===== config.mk =====
export PLATFORM = sky130hd
export DESIGN_NAME = cache_seq
export DESIGN_NICKNAME = d
export VERILOG_FILES = /design/src/rtl/cseq_pkg.sv /design/src/rtl/cseq_way_pick.sv /design/src/rtl/cseq_tag_array.sv /design/src/rtl/cache_seq.sv
export SDC_FILE = /design/constraint.sdc
export NUM_CORES = 2
export LEC_CHECK = 0
export ABC_AREA = 0
export BUFFER_PORTS_ARGS = -buffer_cell sky130_fd_sc_hd__buf_2
export CORE_ASPECT_RATIO = 1.25
export CORE_UTILIZATION = 50
export CTS_BUF_LIST = sky130_fd_sc_hd__clkbuf_16
export DETAILED_ROUTE_END_ITERATION = 12
export PLACE_DENSITY = 0.72
export RECOVER_POWER = 25
export SLEW_MARGIN = 20
export SYNTH_ARGS = -nofsm -noshare
export SYNTH_HDL_FRONTEND = slang
export SYNTH_SLANG_ARGS = --single-unit

===== constraint.sdc =====
create_clock -name clk -period 15.5 [get_ports clk]
set_input_delay 0.775 -clock clk [delete_from_list [all_inputs] [get_ports clk]]
set_output_delay 0.775 -clock clk [all_outputs]
set_load 0.02 [all_outputs]

===== src/rtl/cseq_pkg.sv =====
package cseq_pkg;
  typedef enum logic [2:0] {
    EV_NONE    = 3'd0,
    EV_RD_HIT  = 3'd1,
    EV_RD_MISS = 3'd2,
    EV_WR_HIT  = 3'd3,
    EV_WR_MISS = 3'd4
  } ev_t;

  typedef enum logic [1:0] {
    TOP_NONE,
    TOP_FILL,
    TOP_DIRTY,
    TOP_INVAL
  } tag_op_t;
endpackage


===== src/rtl/cseq_way_pick.sv =====
module cseq_way_pick #(
  parameter int WAYS = 2,
  parameter int WW   = (WAYS > 1) ? $clog2(WAYS) : 1
) (
  input  logic [WAYS-1:0] valid,
  input  logic [WW-1:0]   rr,
  output logic [WW-1:0]   way,
  output logic            evict
);
  // lowest empty way wins; otherwise the round-robin pointer names the victim
  always_comb begin
    way   = rr;
    evict = 1'b1;
    for (int w = WAYS - 1; w >= 0; w--) begin
      if (!valid[w]) begin
        way   = WW'(w);
        evict = 1'b0;
      end
    end
  end
endmodule


===== src/rtl/cseq_tag_array.sv =====
module cseq_tag_array
  import cseq_pkg::*;
#(
  parameter int AW        = 32,
  parameter int SETS      = 4,
  parameter int WAYS      = 2,
  parameter int BLK_BYTES = 4,
  parameter int WW        = (WAYS > 1) ? $clog2(WAYS) : 1
) (
  input  logic          clk,
  input  logic          rst_n,
  input  logic [AW-1:0] lk_addr,
  input  tag_op_t       op,
  output logic          hit,
  output logic          hit_dirty,
  output logic          vic_valid,
  output logic          vic_dirty,
  output logic [AW-1:0] vic_addr
);
  localparam int OW = $clog2(BLK_BYTES);
  localparam int IW = $clog2(SETS);
  localparam int TW = AW - OW - IW;

  logic [TW-1:0]   tag_q   [SETS][WAYS];
  logic [WAYS-1:0] valid_q [SETS];
  logic [WAYS-1:0] dirty_q [SETS];
  logic [WW-1:0]   rr_q    [SETS];

  logic [IW-1:0]   set_idx;
  logic [TW-1:0]   tag_in;
  logic [WAYS-1:0] hit_vec;
  logic [WW-1:0]   hit_way;
  logic [WW-1:0]   vic_way;
  logic            vic_evict;

  assign set_idx = lk_addr[OW+IW-1:OW];
  assign tag_in  = lk_addr[AW-1:OW+IW];

  always_comb begin
    hit_vec = '0;
    hit_way = '0;
    for (int w = 0; w < WAYS; w++) begin
      if (valid_q[set_idx][w] && (tag_q[set_idx][w] == tag_in)) begin
        hit_vec[w] = 1'b1;
        hit_way    = WW'(w);
      end
    end
  end

  assign hit       = |hit_vec;
  assign hit_dirty = hit && dirty_q[set_idx][hit_way];

  cseq_way_pick #(.WAYS(WAYS), .WW(WW)) u_pick (
    .valid (valid_q[set_idx]),
    .rr    (rr_q[set_idx]),
    .way   (vic_way),
    .evict (vic_evict)
  );

  assign vic_valid = vic_evict;
  assign vic_dirty = vic_evict && dirty_q[set_idx][vic_way];
  assign vic_addr  = AW'({tag_q[set_idx][vic_way], set_idx}) << OW;

  always_ff @(posedge clk or negedge rst_n) begin
    if (!rst_n) begin
      for (int s = 0; s < SETS; s++) begin
        valid_q[s] <= '0;
        dirty_q[s] <= '0;
        rr_q[s]    <= '0;
      end
    end else begin
      case (op)
        TOP_FILL: begin
          valid_q[set_idx][vic_way] <= 1'b1;
          dirty_q[set_idx][vic_way] <= 1'b0;
          if (vic_evict)
            rr_q[set_idx] <= (rr_q[set_idx] == WW'(WAYS - 1)) ? '0 : rr_q[set_idx] + 1'b1;
        end
        TOP_DIRTY: dirty_q[set_idx][hit_way] <= 1'b1;
        TOP_INVAL: begin
          valid_q[set_idx][hit_way] <= 1'b0;
          dirty_q[set_idx][hit_way] <= 1'b0;
        end
        default: ;
      endcase
    end
  end

  always_ff @(posedge clk) begin
    if (op == TOP_FILL) tag_q[set_idx][vic_way] <= tag_in;
  end

  AST_FILL_ONLY_ON_MISS: assert property (@(posedge clk) disable iff (!rst_n)
    (op == TOP_FILL) |-> !hit);
  AST_DIRTY_NEEDS_HIT: assert property (@(posedge clk) disable iff (!rst_n)
    (op == TOP_DIRTY) |-> hit);
  AST_INVAL_NEEDS_HIT: assert property (@(posedge clk) disable iff (!rst_n)
    (op == TOP_INVAL) |-> hit);
endmodule


===== src/rtl/cache_seq.sv =====
module cache_seq
  import cseq_pkg::*;
#(
  parameter int AW      = 32,
  parameter int L1_SETS = 4,
  parameter int L1_WAYS = 2,
  parameter int L1_BLK  = 4,
  parameter int L2_SETS = 8,
  parameter int L2_WAYS = 4,
  parameter int L2_BLK  = 8
) (
  input  logic          clk,
  input  logic          rst_n,
  input  logic          req_valid,
  output logic          req_ready,
  input  logic          req_write,
  input  logic [AW-1:0] req_addr,
  output logic          resp_valid,
  output logic [2:0]    resp_l1,
  output logic [2:0]    resp_l2,
  output logic          mem_valid,
  output logic          mem_write,
  output logic [AW-1:0] mem_addr
);
  localparam int L1OFF = $clog2(L1_BLK);
  localparam int L2OFF = $clog2(L2_BLK);
  localparam int SUB   = L2_BLK / L1_BLK;
  localparam int SW    = (SUB > 1) ? $clog2(SUB) : 1;

  typedef enum logic [3:0] {
    S_IDLE, S_L1, S_L2RD, S_L2WR, S_INV, S_L2FILL, S_L1FILL, S_WB, S_DONE
  } st_t;

  st_t           st;
  logic          wr_q;
  logic [AW-1:0] addr_q;
  ev_t           ev1_q, ev2_q;
  logic [AW-1:0] l2v_addr_q;
  logic          l2v_evict_q;
  logic          l2v_dirty_q;
  logic [SW-1:0] sub_q;
  logic [AW-1:0] l1v_addr_q;

  logic [AW-1:0] l1_addr, l2_addr;
  tag_op_t       l1_op, l2_op;
  logic          l1_hit, l1_hit_dirty, l1_vic_valid, l1_vic_dirty;
  logic          l2_hit, l2_hit_dirty, l2_vic_valid, l2_vic_dirty;
  logic [AW-1:0] l1_vic_addr, l2_vic_addr;

  assign l1_addr = (st == S_INV) ? (l2v_addr_q | (AW'(sub_q) << L1OFF)) : addr_q;
  assign l2_addr = (st == S_WB) ? l1v_addr_q : addr_q;

  cseq_tag_array #(.AW(AW), .SETS(L1_SETS), .WAYS(L1_WAYS), .BLK_BYTES(L1_BLK)) u_l1 (
    .clk, .rst_n, .lk_addr(l1_addr), .op(l1_op),
    .hit(l1_hit), .hit_dirty(l1_hit_dirty),
    .vic_valid(l1_vic_valid), .vic_dirty(l1_vic_dirty), .vic_addr(l1_vic_addr)
  );

  cseq_tag_array #(.AW(AW), .SETS(L2_SETS), .WAYS(L2_WAYS), .BLK_BYTES(L2_BLK)) u_l2 (
    .clk, .rst_n, .lk_addr(l2_addr), .op(l2_op),
    .hit(l2_hit), .hit_dirty(l2_hit_dirty),
    .vic_valid(l2_vic_valid), .vic_dirty(l2_vic_dirty), .vic_addr(l2_vic_addr)
  );

  // tag updates per state
  always_comb begin
    l1_op = TOP_NONE;
    l2_op = TOP_NONE;
    case (st)
      S_L1:     if (l1_hit && wr_q) l1_op = TOP_DIRTY;
      S_L2WR:   if (l2_hit) l2_op = TOP_DIRTY;
      S_INV:    if (l1_hit) l1_op = TOP_INVAL;
      S_L2FILL: l2_op = TOP_FILL;
      S_L1FILL: l1_op = TOP_FILL;
      S_WB:     if (l2_hit) l2_op = TOP_DIRTY;
      default: ;
    endcase
  end

  // memory strobe
  always_comb begin
    mem_valid = 1'b0;
    mem_write = 1'b0;
    mem_addr  = addr_q;
    case (st)
      S_L2WR: if (!l2_hit) begin
        mem_valid = 1'b1;
        mem_write = 1'b1;
      end
      S_L2RD: if (!l2_hit) begin
        mem_valid = 1'b1;
        mem_addr  = (addr_q >> L2OFF) << L2OFF;
      end
      S_L2FILL: if (l2v_evict_q && l2v_dirty_q) begin
        mem_valid = 1'b1;
        mem_write = 1'b1;
        mem_addr  = l2v_addr_q;
      end
      S_WB: if (!l2_hit) begin
        mem_valid = 1'b1;
        mem_write = 1'b1;
        mem_addr  = l1v_addr_q;
      end
      default: ;
    endcase
  end

  always_ff @(posedge clk or negedge rst_n) begin
    if (!rst_n) begin
      st          <= S_IDLE;
      wr_q        <= 1'b0;
      addr_q      <= '0;
      ev1_q       <= EV_NONE;
      ev2_q       <= EV_NONE;
      l2v_addr_q  <= '0;
      l2v_evict_q <= 1'b0;
      l2v_dirty_q <= 1'b0;
      sub_q       <= '0;
      l1v_addr_q  <= '0;
    end else begin
      case (st)
        S_IDLE: if (req_valid) begin
          wr_q   <= req_write;
          addr_q <= req_addr;
          st     <= S_L1;
        end
        S_L1: begin
          if (l1_hit) begin
            ev1_q <= wr_q ? EV_WR_HIT : EV_RD_HIT;
            ev2_q <= EV_NONE;
            st    <= S_DONE;
          end else begin
            ev1_q <= wr_q ? EV_WR_MISS : EV_RD_MISS;
            st    <= wr_q ? S_L2WR : S_L2RD;
          end
        end
        S_L2WR: begin
          ev2_q <= l2_hit ? EV_WR_HIT : EV_WR_MISS;
          st    <= S_DONE;
        end
        S_L2RD: begin
          if (l2_hit) begin
            ev2_q <= EV_RD_HIT;
            st    <= S_L1FILL;
          end else begin
            ev2_q       <= EV_RD_MISS;
            l2v_addr_q  <= l2_vic_addr;
            l2v_evict_q <= l2_vic_valid;
            l2v_dirty_q <= l2_vic_dirty;
            sub_q       <= '0;
            st          <= l2_vic_valid ? S_INV : S_L2FILL;
          end
        end
        S_INV: begin
          if (l1_hit_dirty) l2v_dirty_q <= 1'b1;
          if (sub_q == SW'(SUB - 1)) st <= S_L2FILL;
          else sub_q <= sub_q + 1'b1;
        end
        S_L2FILL: st <= S_L1FILL;
        S_L1FILL: begin
          if (l1_vic_dirty) begin
            l1v_addr_q <= l1_vic_addr;
            st         <= S_WB;
          end else begin
            st <= S_DONE;
          end
        end
        S_WB:   st <= S_DONE;
        S_DONE: st <= S_IDLE;
        default: st <= S_IDLE;
      endcase
    end
  end

  assign req_ready  = (st == S_IDLE);
  assign resp_valid = (st == S_DONE);
  assign resp_l1    = ev1_q;
  assign resp_l2    = ev2_q;

  AST_RESP_ONE_CYCLE: assert property (@(posedge clk) disable iff (!rst_n)
    resp_valid |=> !resp_valid);
  AST_BUSY_AFTER_ACCEPT: assert property (@(posedge clk) disable iff (!rst_n)
    (req_valid && req_ready) |=> !req_ready);
  AST_L1_HIT_L2_QUIET: assert property (@(posedge clk) disable iff (!rst_n)
    (resp_valid && (resp_l1 == EV_RD_HIT || resp_l1 == EV_WR_HIT)) |-> (resp_l2 == EV_NONE));
  AST_VICTIM_IN_L2: assert property (@(posedge clk) disable iff (!rst_n)
    (st == S_WB) |-> l2_hit);
endmodule


==> reports/summary.md <==
### Status
* outcome: finished with violations
* violations in the final reports: max-capacitance violations, max-slew violations

### STA
* endpoints failing setup: 0
* final max-slew violation count: 381
* max_slew headroom: -204.3%
* number of failing hold endpoints at the final stage: 0
* Hold Slack: 236.4 ps
* setup repair after global routing missed its margin: false
* Final Cycle Share: 68.41%
* total negative slack for setup checks: 0 ps
* min cycle time layout: 10,600 ps
* post-route clock skew: 69.33 ps
* transition time at the pin with the least slew margin: 4564 ps
* highest clock frequency the design can meet: 0.09431 GHz

### GRT
* via count of the first global-routing pass: 42,240
* antenna violations before repair: 11
* global-route wire length before repair: 304,000 um
* pin count of the biggest net entering global routing: 115
* Total Routing Usage GR: 36.00%
* Remaining Overflow, GRT: 0

### Final layout
* layout overhead on the synthesized area: 10.66%
* number of cells in the finished layout apart from fillers: 6,291
* net count reported at finish: 4,660
* layout cell share with drive strength beyond 1: 13.74%
* Layout Cell Area excl Fill: 0.06528 mm2

### Logic synthesis
* dominant cells by area after synthesis: edfxtp_1 (54%), dfrtp_1 (8.7%), mux2i_1 (5.9%)
* Synth top area share: 53.75%
* synthesized flop and latch total: 1,261
* post-synthesis instance area: 0.05899 mm2
* sequential-to-total area share from yosys stat: 62.45%
* commonest cells in the synthesized netlist: edfxtp_1 (1,056), nand2_1 (496), mux2i_1 (349)
* share of flip-flops with an asynchronous set or reset: 16.26%
* predominant post-synthesis flop cell: edfxtp_1
* Syn Area/Cell: 12.81 um2
* number of flops mapped to enable cells by yosys: 1,056
* dominant cell by count in the synthesized netlist: edfxtp_1
* number of distinct library cells after synthesis: 100
* count of yosys warnings during synthesis: 0
* net count after synthesis: 4,644
* library cell occupying the most area in the post-synthesis netlist: edfxtp_1
* synthesized netlist cell count: 4,606

### Routing
* detail-routed net length per standard cell: 34.35 um
* Post-DRT Antenna Nets: 0
* drt total wl: 216,100 um
* count of TritonRoute iterations in the first routing pass: 7
* number of DRC violations after detailed routing: 0
* Initial DRC Count: 6,637
* Avg Vias per Cell: 6.996
* vias post-DR: 44,010

### Setup path
* endpoint required time on the critical path: 15,400 ps
* data arrival time of the critical path: 10,500 ps
* critical path startpoint category: primary input
* critical path fanouts, max: 71
* start-to-end type of the worst setup path: in2async
* Setup crit end kind: asynchronous set/reset pin

### Power and ir drop
* sum of internal, switching and leakage power: 14.45 mW
* largest vdd supply drop: 153.6 uV
* leakage power of the design: 22.73 nW
* Pwr per Cell Area: 221.4 mW/mm2

### Die
* initial standard-cell utilization of the core: 50.49%
* area enclosed by the die boundary: 0.1194 mm2
* Die Height: 386.0 um
* Placement Rows: 140
* die width: 309.2 um
* number of primary I/O pins: 78
* placeable core region: 0.1168 mm2

### Worst hold path
* worst min path class: in2reg

### Clock tree
* later-pin clock latency in the skew report: 780 ps
* clock sink count: 1,261
* CTS HTree Levels: 3
* TritonCTS buffer count: 118
* clock root buffer: clkbuf_16
* CTS tree: done
* maximum buffer depth of the clock tree: 3
* clock-pin slew of the registers on the worst-case setup and hold paths: 60 ps
* CTS resizes: 0

### Flow run
* maximum capacitance violations: 8

### Placed design
* Routability Congestion: 0.9814
* Placement Cell Area: 0.06130 mm2
* count of input and output buffers: 77
* number of placed cells counting well taps: 6,062
* total half-perimeter wirelength after legalization and detailed placement: 133,100 um

[power by group]
group          switching (mW)  leakage [nW]  internal (mW)
sequential              0.246          12.2           4.36
clock                    1.34          2.04           1.67
combinational            4.91          8.50           1.93
[flip-flops by register name (all words and copies together) (netlist names)]
name,count
sub_q,1
l1v_addr_q,30
resp_l1,3
u_l1.tag_q,224
u_l2.valid_q,32
resp_l2,3
l2v_dirty_q,1
u_l1.dirty_q,8
wr_q,1
u_l1.rr_q,4
u_l2.tag_q,832
l2v_evict_q,1
addr_q,32
l2v_addr_q,29
u_l2.rr_q,16
u_l1.valid_q,8
u_l2.dirty_q,32
st,4
[cell usage in the layout (no fill, tap or decap), drive strengths merged, types with 36 or more instances in the layout]
master / instances
a211oi: 114
a21oi: 290
a221oi: 74
a31oi: 49
and2: 52
and3: 53
buf: 199
clkbuf: 135
clkinv: 50
dfrtp: 205
edfxtp: 1056
inv: 104
mux2: 128
mux2i: 357
nand2: 496
nand2b: 36
nand3: 106
nor2: 236
nor3: 58
nor3b: 37
nor4: 36
o21ai: 95
o22ai: 92
or2: 39
xnor2: 113
[cell type report]
| class | count | area, um2 |
|---|---|---|
| inverter | 73 | 274.0 |
| antenna | 4 | 10.01 |
| clock inverter | 104 | 1016 |
| tap | 1562 | 1954 |
| sequential | 1261 | 36860 |
| clock buffer | 119 | 2978 |
| timing repair buffer | 216 | 1456 |
| fill | 9302 | 51560 |
| multi-input combinational | 2952 | 20730 |
[metrics by stage]
step                util [%]  worst slack, ps
global placement       52.44             7401
CTS                    55.89             6497
floorplan                  -            10140
global route           55.87             3168
finish                 55.87             4896
detailed placement     52.46             7314
[worst max-delay path, stage by stage]
cell,delay (ps)
dlygate4sd3_1,540
clkbuf_1,3170
clkbuf_1,2840
clkbuf_1,2950
[worst paths after layout]
kind	end	start	cells after the start	slack, ps
setup / recovery	l2v_addr_q[6]	rst_n	4	4900
hold / removal	addr_q[11]	req_addr[11]	2	240
setup reg to reg	u_l2.tag_q[0][77]	st[0]	12	6290
hold reg to reg	u_l2.valid_q[7]	u_l2.valid_q[7]	1	470
max in group clk	mem_addr[3]	st[0]	15	5380
min in group asynchronous	l2v_addr_q[19]	rst_n	2	2210
[layer usage]
layer | vias to the layer above | share of wire (%) | track usage [%]
li1 | 17730 | - | -
met2 | 3782 | 44 | 55.20
met5 | - | 0.026 | 0
met4 | 8 | 9.9 | 29.49
met3 | 1037 | 13 | 8.895
met1 | 21450 | 33 | 43.09
[kinds of logic (layout without fill, tap and decap cells)]
| kind of cell | count (synthesis) | in the layout | share of synthesized area [%] |
|---|---|---|---|
| AOI/OAI and AO/OA | 1024 | 1024 | 12.06 |
| and+or+nand+nor | 1297 | 1297 | 10.81 |
| DFF | 1261 | 1261 | 62.45 |
| other | 0 | 4 | 0 |
| muxes | 511 | 511 | 9.587 |
| adders and majority gates | 2 | 2 | 0.04241 |
| xor gates and xnor gates | 118 | 118 | 1.752 |
| buffers and inverters | 393 | 512 | 3.298 |
[what timing repair did]
item / 4_1_cts / 5_1_grt
setup buffers: 0 / 0
hold buffers: 1 / 0
hold endpoints to repair: 5 / 0
Power figures use the tool's default switching activity.
